## src/rtl/dma_pkg.sv

```systemverilog
package dma_pkg;
  localparam int BUS_W = 16;

  typedef enum logic [2:0] {
    ST_IDLE,
    ST_REQ,
    ST_RD1,
    ST_RD2,
    ST_WR1,
    ST_WR2
  } seq_state_t;
endpackage

```

## src/rtl/dma_arbiter.sv

```systemverilog
module dma_arbiter #(
  parameter int NCH = 3,
  parameter int CHW = 2
) (
  input  logic [NCH-1:0] cand,
  output logic           any,
  output logic [CHW-1:0] idx
);
  // lowest index wins: scan downward so the last hit is the smallest
  always_comb begin
    any = |cand;
    idx = '0;
    for (int i = NCH - 1; i >= 0; i--) begin
      if (cand[i]) idx = CHW'(i);
    end
  end
endmodule

```

## src/rtl/dma_chan_regs.sv

```systemverilog
module dma_chan_regs #(
  parameter int NCH = 3,
  parameter int CHW = 2,
  parameter int AW  = 16,
  parameter int CW  = 8
) (
  input  logic           clk,
  input  logic           rst,
  input  logic           nmi,
  input  logic           cfg_we,
  input  logic [CHW-1:0] cfg_ch,
  input  logic           cfg_en,
  input  logic           cfg_word,
  input  logic           cfg_tend,
  input  logic [AW-1:0]  cfg_src,
  input  logic [AW-1:0]  cfg_dst,
  input  logic [CW-1:0]  cfg_cnt,
  input  logic           busy,
  input  logic [CHW-1:0] act_ch,
  input  logic           step,
  output logic [NCH-1:0] en_v,
  output logic [NCH-1:0] word_v,
  output logic [NCH-1:0] tend_v,
  output logic [AW-1:0]  src_a [NCH],
  output logic [AW-1:0]  dst_a [NCH],
  output logic [CW-1:0]  cnt_a [NCH]
);
  for (genvar g = 0; g < NCH; g++) begin : g_ch
    logic          load, adv;
    logic          en_q, word_q, tend_q;
    logic [AW-1:0] src_q, dst_q, inc;
    logic [CW-1:0] cnt_q;

    // the running channel is locked against software writes
    assign load = cfg_we && (cfg_ch == CHW'(g)) && !(busy && (act_ch == CHW'(g)));
    assign adv  = step && (act_ch == CHW'(g));
    assign inc  = word_q ? AW'(2) : AW'(1);

    always_ff @(posedge clk) begin
      if (rst) begin
        en_q   <= 1'b0;
        word_q <= 1'b0;
        tend_q <= 1'b0;
        src_q  <= '0;
        dst_q  <= '0;
        cnt_q  <= '0;
      end else begin
        if (load) begin
          word_q <= cfg_word;
          tend_q <= cfg_tend;
          src_q  <= cfg_src;
          dst_q  <= cfg_dst;
          cnt_q  <= cfg_cnt;
        end else if (adv) begin
          src_q  <= src_q + inc;
          dst_q  <= dst_q + inc;
          cnt_q  <= cnt_q - 1'b1;
        end
        if (nmi)       en_q <= 1'b0;
        else if (load) en_q <= cfg_en;
      end
    end

    assign en_v[g]   = en_q;
    assign word_v[g] = word_q;
    assign tend_v[g] = tend_q;
    assign src_a[g]  = src_q;
    assign dst_a[g]  = dst_q;
    assign cnt_a[g]  = cnt_q;
  end
endmodule

```

## src/rtl/dma_bus_seq.sv

```systemverilog
module dma_bus_seq
  import dma_pkg::*;
#(
  parameter int NCH = 3,
  parameter int CHW = 2,
  parameter int AW  = 16,
  parameter int CW  = 8
) (
  input  logic             clk,
  input  logic             rst,
  input  logic             nmi,
  input  logic             cand_any,
  input  logic [CHW-1:0]   cand_idx,
  input  logic [NCH-1:0]   en_v,
  input  logic [NCH-1:0]   word_v,
  input  logic [NCH-1:0]   tend_v,
  input  logic [AW-1:0]    src_a [NCH],
  input  logic [AW-1:0]    dst_a [NCH],
  input  logic [CW-1:0]    cnt_a [NCH],
  input  logic             bus_gnt,
  input  logic [BUS_W-1:0] bus_rdata,
  output logic             busy,
  output logic [CHW-1:0]   act_ch,
  output logic             step,
  output logic             bus_req,
  output logic [AW-1:0]    bus_addr,
  output logic             bus_rd,
  output logic             bus_wr_hi,
  output logic             bus_wr_lo,
  output logic [BUS_W-1:0] bus_wdata,
  output logic             tend
);
  seq_state_t       state;
  logic [CHW-1:0]   ch_q;
  logic [BUS_W-1:0] hold_q;

  logic             en_c, word_c, tend_c, cont;
  logic [AW-1:0]    src_c, dst_c, inc;
  logic [CW-1:0]    cnt_c;
  logic [7:0]       byte_pick;
  logic [BUS_W-1:0] captured;

  always_comb begin
    en_c      = en_v[ch_q];
    word_c    = word_v[ch_q];
    tend_c    = tend_v[ch_q];
    src_c     = src_a[ch_q];
    dst_c     = dst_a[ch_q];
    cnt_c     = cnt_a[ch_q];
    inc       = word_c ? AW'(2) : AW'(1);
    byte_pick = src_c[0] ? bus_rdata[7:0] : bus_rdata[15:8];
    captured  = word_c ? bus_rdata : {byte_pick, byte_pick};
    // another unit follows only if enabled, no abort, and more than one left
    cont      = en_c && !nmi && (cnt_c > CW'(1));
  end

  always_ff @(posedge clk) begin
    if (rst) begin
      state     <= ST_IDLE;
      ch_q      <= '0;
      hold_q    <= '0;
      bus_req   <= 1'b0;
      bus_addr  <= '0;
      bus_rd    <= 1'b0;
      bus_wr_hi <= 1'b0;
      bus_wr_lo <= 1'b0;
      tend      <= 1'b0;
    end else begin
      case (state)
        ST_IDLE: begin
          if (cand_any && !nmi) begin
            state   <= ST_REQ;
            ch_q    <= cand_idx;
            bus_req <= 1'b1;
          end
        end
        ST_REQ: begin
          if (bus_gnt) begin
            if (en_c && !nmi && (cnt_c != '0)) begin
              state    <= ST_RD1;
              bus_addr <= src_c;
              bus_rd   <= 1'b1;
              tend     <= tend_c && (cnt_c == CW'(1));
            end else begin
              state    <= ST_IDLE;
              bus_req  <= 1'b0;
            end
          end
        end
        ST_RD1: state <= ST_RD2;
        ST_RD2: begin
          state     <= ST_WR1;
          hold_q    <= captured;
          bus_rd    <= 1'b0;
          bus_addr  <= dst_c;
          bus_wr_hi <= word_c || !dst_c[0];
          bus_wr_lo <= word_c || dst_c[0];
        end
        ST_WR1: state <= ST_WR2;
        ST_WR2: begin
          bus_wr_hi <= 1'b0;
          bus_wr_lo <= 1'b0;
          if (cont) begin
            state    <= ST_RD1;
            bus_addr <= src_c + inc;
            bus_rd   <= 1'b1;
            tend     <= tend_c && (cnt_c == CW'(2));
          end else begin
            state    <= ST_IDLE;
            bus_req  <= 1'b0;
            bus_addr <= '0;
            tend     <= 1'b0;
          end
        end
        default: state <= ST_IDLE;
      endcase
    end
  end

  assign busy      = (state != ST_IDLE);
  assign act_ch    = ch_q;
  assign step      = (state == ST_WR2);
  assign bus_wdata = hold_q;
endmodule

```

## src/rtl/burst_dma_engine.sv

```systemverilog
module burst_dma_engine
  import dma_pkg::*;
#(
  parameter  int NCH = 3,
  parameter  int AW  = 16,
  parameter  int CW  = 8,
  localparam int CHW = (NCH > 1) ? $clog2(NCH) : 1
) (
  input  logic             clk,
  input  logic             rst,
  input  logic [NCH-1:0]   req,
  input  logic             cfg_we,
  input  logic [CHW-1:0]   cfg_ch,
  input  logic             cfg_en,
  input  logic             cfg_word,
  input  logic             cfg_tend,
  input  logic [AW-1:0]    cfg_src,
  input  logic [AW-1:0]    cfg_dst,
  input  logic [CW-1:0]    cfg_cnt,
  input  logic [CHW-1:0]   rd_sel,
  output logic [AW-1:0]    rd_src,
  output logic [AW-1:0]    rd_dst,
  output logic [CW-1:0]    rd_cnt,
  output logic [NCH-1:0]   en_o,
  input  logic             nmi,
  output logic             bus_req,
  input  logic             bus_gnt,
  output logic [AW-1:0]    bus_addr,
  output logic             bus_rd,
  output logic             bus_wr_hi,
  output logic             bus_wr_lo,
  output logic [BUS_W-1:0] bus_wdata,
  input  logic [BUS_W-1:0] bus_rdata,
  output logic             tend
);
  logic [NCH-1:0] en_v, word_v, tend_v, cand;
  logic [AW-1:0]  src_a [NCH];
  logic [AW-1:0]  dst_a [NCH];
  logic [CW-1:0]  cnt_a [NCH];
  logic           seq_busy, seq_step, cand_any;
  logic [CHW-1:0] seq_ch, cand_idx;

  dma_chan_regs #(.NCH(NCH), .CHW(CHW), .AW(AW), .CW(CW)) regs_i (
    .clk(clk), .rst(rst), .nmi(nmi),
    .cfg_we(cfg_we), .cfg_ch(cfg_ch), .cfg_en(cfg_en), .cfg_word(cfg_word),
    .cfg_tend(cfg_tend), .cfg_src(cfg_src), .cfg_dst(cfg_dst), .cfg_cnt(cfg_cnt),
    .busy(seq_busy), .act_ch(seq_ch), .step(seq_step),
    .en_v(en_v), .word_v(word_v), .tend_v(tend_v),
    .src_a(src_a), .dst_a(dst_a), .cnt_a(cnt_a)
  );

  for (genvar g = 0; g < NCH; g++) begin : g_cand
    assign cand[g] = req[g] && en_v[g] && (cnt_a[g] != '0);
  end

  dma_arbiter #(.NCH(NCH), .CHW(CHW)) arb_i (
    .cand(cand), .any(cand_any), .idx(cand_idx)
  );

  dma_bus_seq #(.NCH(NCH), .CHW(CHW), .AW(AW), .CW(CW)) seq_i (
    .clk(clk), .rst(rst), .nmi(nmi),
    .cand_any(cand_any), .cand_idx(cand_idx),
    .en_v(en_v), .word_v(word_v), .tend_v(tend_v),
    .src_a(src_a), .dst_a(dst_a), .cnt_a(cnt_a),
    .bus_gnt(bus_gnt), .bus_rdata(bus_rdata),
    .busy(seq_busy), .act_ch(seq_ch), .step(seq_step),
    .bus_req(bus_req), .bus_addr(bus_addr), .bus_rd(bus_rd),
    .bus_wr_hi(bus_wr_hi), .bus_wr_lo(bus_wr_lo),
    .bus_wdata(bus_wdata), .tend(tend)
  );

  always_ff @(posedge clk) begin
    if (rst) begin
      rd_src <= '0;
      rd_dst <= '0;
      rd_cnt <= '0;
    end else if (int'(rd_sel) < NCH) begin
      rd_src <= src_a[rd_sel];
      rd_dst <= dst_a[rd_sel];
      rd_cnt <= cnt_a[rd_sel];
    end
  end

  assign en_o = en_v;
endmodule

```

## config.mk

```make
export PLATFORM = sky130hd
export DESIGN_NAME = burst_dma_engine
export DESIGN_NICKNAME = d
export VERILOG_FILES = /design/src/rtl/dma_pkg.sv /design/src/rtl/dma_arbiter.sv /design/src/rtl/dma_chan_regs.sv /design/src/rtl/dma_bus_seq.sv /design/src/rtl/burst_dma_engine.sv
export SDC_FILE = /design/constraint.sdc
export NUM_CORES = 1
export LEC_CHECK = 0
export BUFFER_PORTS_ARGS = -buffer_cell sky130_fd_sc_hd__buf_2
export CORE_MARGIN = 4
export CORE_UTILIZATION = 30
export CTS_CLUSTER_SIZE = 24
export DETAILED_ROUTE_END_ITERATION = 10
export PLACE_DENSITY_LB_ADDON = 0.15
export SLEW_MARGIN = 5
export SYNTH_ARGS = -nofsm -noshare
export SYNTH_HDL_FRONTEND = slang
export SYNTH_SLANG_ARGS = --single-unit
```

## constraint.sdc

```tcl
create_clock -name clk -period 2.9 [get_ports clk]
set_input_delay 0.435 -clock clk [delete_from_list [all_inputs] [get_ports clk]]
set_output_delay 0.435 -clock clk [all_outputs]
set_load 0.02 [all_outputs]
```

* Word level (Yosys, flattened, before mapping) *
Index checks and enable logic that the tools add are counted.

cells by class
  $add $sub $neg = 10
  order comparisons = 5
  equal/unequal tests = 17
  mux-type cells = 75
  bitwise logic cells = 2
  reductions and logical operators = 54

operators by type and width
  cell                                                                      number
  16-bit two-way mux                                                        24
  16-bit binary-select mux with 2-bit select                                4
  16-bit adder                                                              7
  8-bit two-way mux                                                         11
  16-bit one-hot mux with 3 select lines                                    1
  8-bit binary-select mux with 2-bit select                                 2
  8-bit nonzero test                                                        4
  1-bit logical AND                                                         24
  8-bit by 1-bit subtractor with 8-bit output (second input constant)       3
  2-bit two-way mux                                                         9
  3-bit one-hot mux with 6 select lines                                     1
  1-bit two-way mux                                                         13
  2-bit nonzero test                                                        5
  3-bit nonzero test                                                        3
  8-bit by 1-bit equality test with 1-bit output (second input constant)    1
  8-bit by 2-bit equality test with 1-bit output (second input constant)    1
  8-bit by 1-bit > comparator with 1-bit output (second input constant)     1
  1-bit binary-select mux with 2-bit select                                 3
  3-bit by 2-bit equality test with 1-bit output (second input constant)    2
  3-bit equality test (second input constant)                               2
  3-bit >= comparator (second input constant)                               2
  3-bit two-way mux                                                         2
  2-bit by 1-bit inequality test with 1-bit output (second input constant)  3
  2-bit inequality test (second input constant)                             3
  other kinds (18)                                                          32

storage, ports and cells
  register bits = 211
  input port bits = 71
  output and inout port bits = 80
  logic and storage cells = 193

* Logic depth before layout (Yosys ltp) *
  depth in word-level cells = 9
  depth in mapped cells = 15

* By module *
From an unflattened synthesis, not the netlist that was laid out.

second synthesis, totals
  cells, all modules = 1464
  area total of the unflattened synthesis = 12469.5 sq um

by module, submodules not included
  module            times used  cells each  area each (sq um)  seq. area each (sq um)
  dma_chan_regs     1           874         7216.9             2582.5
  dma_bus_seq       1           395         3131.8             840.8
  burst_dma_engine  1           192         2100.8             800.8
  dma_arbiter       1           3           20.0               0.0

* Worst setup path after synthesis *
No wires, ideal clock.

  path type = reg2reg
  start = register seq_i.ch_q[1] (netlist: seq_i.act_ch[1])
  end = register seq_i.bus_addr[15]
  library setup time = 91 ps
  arrival = 2962 ps
  required time = 2809 ps
  slack = -153 ps
  cell stages (with the launch flop) = 15
  path buffers = 5
  clock period less this slack = 3053 ps
  cell sequence = dfxtp_1 buf_2 buf_2 buf_2 buf_2 buf_1 o22ai_1 ha_1 a21oi_1 a21oi_1 o211ai_1 nor2_1 nand4_1 or3_1 a311oi_1

on the way
  word-level cells in the longest chain between the ends = 8
  elaborated cells between the ends (all ways) = 27

RTL lines
  element                                                               line                text
  from (decl)                                                           dma_bus_seq.sv:34   logic [CHW-1:0] ch_q;
  from (signal assigned)                                                dma_bus_seq.sv:73   ch_q <= cand_idx;
  parallel branches: the longest is 8 deep, another holds 16-bit adder  --
  to (signal assigned)                                                  dma_bus_seq.sv:81   bus_addr <= src_c;
  to (signal assigned)                                                  dma_bus_seq.sv:95   bus_addr <= dst_c;
  to (signal assigned)                                                  dma_bus_seq.sv:105  bus_addr <= src_c + inc;
  to (decl)                                                             dma_bus_seq.sv:26   output logic [AW-1:0] bus_addr,

Several ways; the timed one is not identified. The select of a mux whose other input is x is not followed.
A chain may end at the register's enable or synchronous reset.

* Final worst setup path *
  start = register seq_i.ch_q[0] (netlist: seq_i.act_ch[0])
  end = register seq_i.bus_addr[12]

Same word-level chain as after synthesis.

==> metrics.csv <==
stage;metric;value;unit
timing;Slew headroom;35.0;%
logic_synthesis;Post-Syn Area;0.0122;mm^2
place;Post-DP HPWL;34500;um
global_route;Total GRT Usage;20.9;%
logic_synthesis;Synth cell types;73;
clock_tree;Worst-path clk slew;0.06;ns
logic_synthesis;post-synthesis cell count;1411;
critical_path;Setup crit end kind;register;
logic_synthesis;fraction of registers with async set/reset;0;%
clock_tree;CTS root buf;clkbuf_16;
logic_synthesis;net count after synthesis;1507;
logic_synthesis;Area contributors post-synth;dfxtp_1 (35%), mux4_2 (7.0%), nor2_1 (6.7%), mux2i_1 (4.7%), a211oi_1 (4.1%);
route;TritonRoute pass-1 iters;8;
floorplanning;die width;209;um
logic_synthesis;share of the synthesized area in the top cell type;34.7;%
critical_path;Crit Path Max Fanout;24;
route;post-route ant nets;0;
critical_path;Setup CP Type;reg2reg;
route;via-per-instance ratio;5.57;
timing;min Tclk post-route;2.73;ns
run;max_cap viols;0;
final_layout;Synth-to-Final Area Change;20.7;%
timing;Worst-Margin Slew;0.971;ns
power;Peak VDD IR;0.000424;V
timing;Final Max Tran Viols;0;
global_route;first-pass GRT wire length;72000;um
timing;final worst slack;0.167;ns
final_layout;post-route insts no fill;2110;
place;placed cells;2061;
global_route;vias in the first global route;11400;
final_layout;layout cells sized above 1;21.5;%
floorplanning;Ports;151;
clock_tree;CTS Buffer Depth;3;
timing;Worst Clk Skew;0.0299;ns
critical_path;reg2reg start;seq_i.act_ch[0]$_SDFFE_PP0P_;
logic_synthesis;Seq/Total Area, Yosys;34.7;%
critical_path;WP data required;3.31;ns
route;final wirelength;47600;um
timing;final worst path period share;94.2;%
global_route;initial antenna violation count;2;
critical_path;Data arrival, critical path;3.15;ns
logic_synthesis;Synth area leader;dfxtp_1;
final_layout;fill cell total of the finished layout;4134;
logic_synthesis;number of synthesized flops with an enable pin;0;
logic_synthesis;Yosys Warn Count;0;
global_route;remaining global-route overflow;0;
clock_tree;Post-CTS Hold Fix Bufs;0;
critical_path;Reg-to-Reg End;seq_i.bus_addr[12]$_SDFFE_PP0P_;
worst_hold_path;Min-Delay Path Class;in2reg;
final_layout;Final #Nets;1660;
clock_tree;TritonCTS clock tree;built;
critical_path;R2R depth;8;
power;Static Leakage;5.49;nW
logic_synthesis;top_reg_cell synth;dfxtp_1;
clock_tree;# resized after CTS;1;
clock_tree;setup bufs post-CTS;0;
timing;fmax;366;MHz
floorplanning;Core Region;0.0399;mm^2
critical_path;Setup crit end;seq_i.bus_addr[12]$_SDFFE_PP0P_;
logic_synthesis;Synth Register Bits;211;
floorplanning;Die H;209;um
worst_hold_path;hold_sp;cfg_src[13];
global_route;largest net degree at the start of global routing;73;
floorplanning;Initial Util;30.5;%
place;GPL Wtd Cong;0.852;
timing;Hold WS;0.146;ns
critical_path;critical path launch point;seq_i.act_ch[0]$_SDFFE_PP0P_;
floorplanning;die area;0.0439;mm^2
place;pre-CTS WS;-0.00351;ns
route;drt first-iter violations;1029;
clock_tree;htree depth;1;
timing;Setup Viol. Count Final;0;
power;pwr/cell area;489;mW/mm^2
route;Avg WL per Cell;22.6;um
timing;final hold vios;0;
clock_tree;Clk Latency, worst-skew pair;0.56;ns
logic_synthesis;Syn Area/Cell;8.62;um^2
critical_path;setup slack, reg-to-reg;0.17;ns
floorplanning;number of placement rows;73;
critical_path;crit path launch type;register;
place;IO buf count;150;
clock_tree;number of CTS-inserted buffers;26;
route;DRC violations left;0;
route;via count;11800;
clock_tree;CTS Sinks;211;
status;status;completed;
timing;RSZ-0062 raised after global routing;no;
-- power by group --
| group | internal (W) | switching (W) | leakage (nW) |
|---|---|---|---|
| Sequential | 0.00299 | 0.000126 | 1.71 |
| Combinational | 0.000299 | 0.000425 | 3.35 |
| Clock | 0.00199 | 0.00135 | 0.432 |
| Total | 0.00528 | 0.00190 | 5.49 |
-- stage by stage --
stage	utilization, %	total power, W	TNS, ns	area [um^2]
after floorplan	-	0.00357	0	12200
after global placement	34.5	0.00389	-0.0117	13800
after detailed placement	34.5	0.00390	-0.00351	13800
after CTS	36.7	0.00726	0	14700
after global routing	36.8	0.00746	0	14700
final	36.8	0.00718	0	14700
-- final cells by class --
class / count / area, um^2 / area share [%]
multi-input cells: 1061 / 7390 / 50.3
flip-flops and latches: 211 / 4230 / 28.8
repair buffers: 228 / 1410 / 9.59
clock buffers: 42 / 812 / 5.53
well taps: 525 / 657 / 4.47
inverters: 36 / 135 / 0.920
clock inverters: 6 / 55.1 / 0.375
diodes: 1 / 2.50 / 0.0170
-- cell usage after synthesis (3+ instances only) --
cell type,instances
a222oi_1,15
a21o_1,5
nor2b_1,42
a31oi_1,19
clkbuf_1,79
inv_1,36
a211oi_2,13
a221oi_1,31
buf_4,5
nand4_1,28
xor2_1,36
o2bb2ai_1,9
xnor2_1,21
a211oi_1,66
and2_1,6
nand2b_1,11
a21oi_1,61
nor4_1,11
buf_2,9
fa_1,7
or3_1,11
buf_1,4
nor2_1,217
buf_6,4
dfxtp_1,211
mux4_2,38
o22ai_1,8
o211ai_1,10
a22oi_1,14
and3_1,15
nor3b_1,3
nand2_1,114
and4_1,6
ha_1,18
o21ai_0,61
mux2i_1,57
a311oi_1,7
nand3_1,32
nor3_1,23
nor4b_1,3
-- state kept, by name (all words and copies together), names as in the netlist, 8 cells and up --
name,flops
regs_i.g_ch.dst_q,48
rd_dst,16
seq_i.bus_addr,16
rd_cnt,8
regs_i.g_ch.cnt_q,24
rd_src,16
regs_i.g_ch.src_q,48
seq_i.bus_wdata,16
-- worst min path at each step --
stage          depth (start not counted)                                    end
6_report                               3  regs_i.g_ch[0].src_q[13]$_SDFFE_PP0P_
5_1_grt                                3  regs_i.g_ch[0].src_q[13]$_SDFFE_PP0P_
4_1_cts                                3  regs_i.g_ch[0].src_q[13]$_SDFFE_PP0P_
3_5_place_dp                           2     regs_i.g_ch[1].tend_q$_SDFFE_PP0P_
3_3_place_gp                           2     regs_i.g_ch[1].tend_q$_SDFFE_PP0P_
2_1_floorplan                          2     regs_i.g_ch[0].tend_q$_SDFFE_PP0P_
-- routing by layer --
| metal | global-route usage (%) | part of all wire (%) | vias up |
|---|---|---|---|
| li1 | - | - | 5509 |
| met1 | 28.8 | 45 | 5755 |
| met2 | 33.5 | 46 | 422 |
| met3 | 3.23 | 5.9 | 77 |
| met4 | 6.93 | 3.5 | 0 |
| met5 | 0 | 0 | - |
-- worst max-delay path, cell delays in order, from the launching register on --
cell and delay, ns:
dfxtp_4 0.40, buf_6 0.33, mux2i_1 0.14, o2bb2ai_1 0.45, nand4_4 0.27, nor4b_1 0.43, xor2_1 0.13, a221oi_1 0.35
nor3_1 0.08
-- kinds of logic after synthesis --
kind of cell	count (synthesis)	synth area share, %
AND/OR/NAND/NOR	538	20.9
flip-flops	211	34.7
AO/OA/AOI/OAI	342	20.0
buffers and inverters	139	4.97
XOR/XNOR	57	4.10
multiplexers	99	12.3
adder cells (fa/ha/maj)	25	3.00
-- cell usage in the layout, fill, tap and decap left out, drive strengths merged, types with 5 or more instances in the layout --
cell and n:
buf 228, nor2 218, dfxtp 211, nand2 115, a211oi 79, o21ai 63, a21oi 62, mux2i 57
nor2b 42, clkbuf 42, mux4 40, inv 36, xor2 36, nand3 32, a221oi 31, nand4 30
nor3 24, xnor2 21, a31oi 19, ha 18, a222oi 15, and3 15, a22oi 14, nor4 12
nand2b 11, or3 11, o211ai 10, o2bb2ai 9, o22ai 8, a311oi 7, fa 7, and2 7
and4 6, a21o 5, clkinv 5
Power figures use the tool's default switching activity.
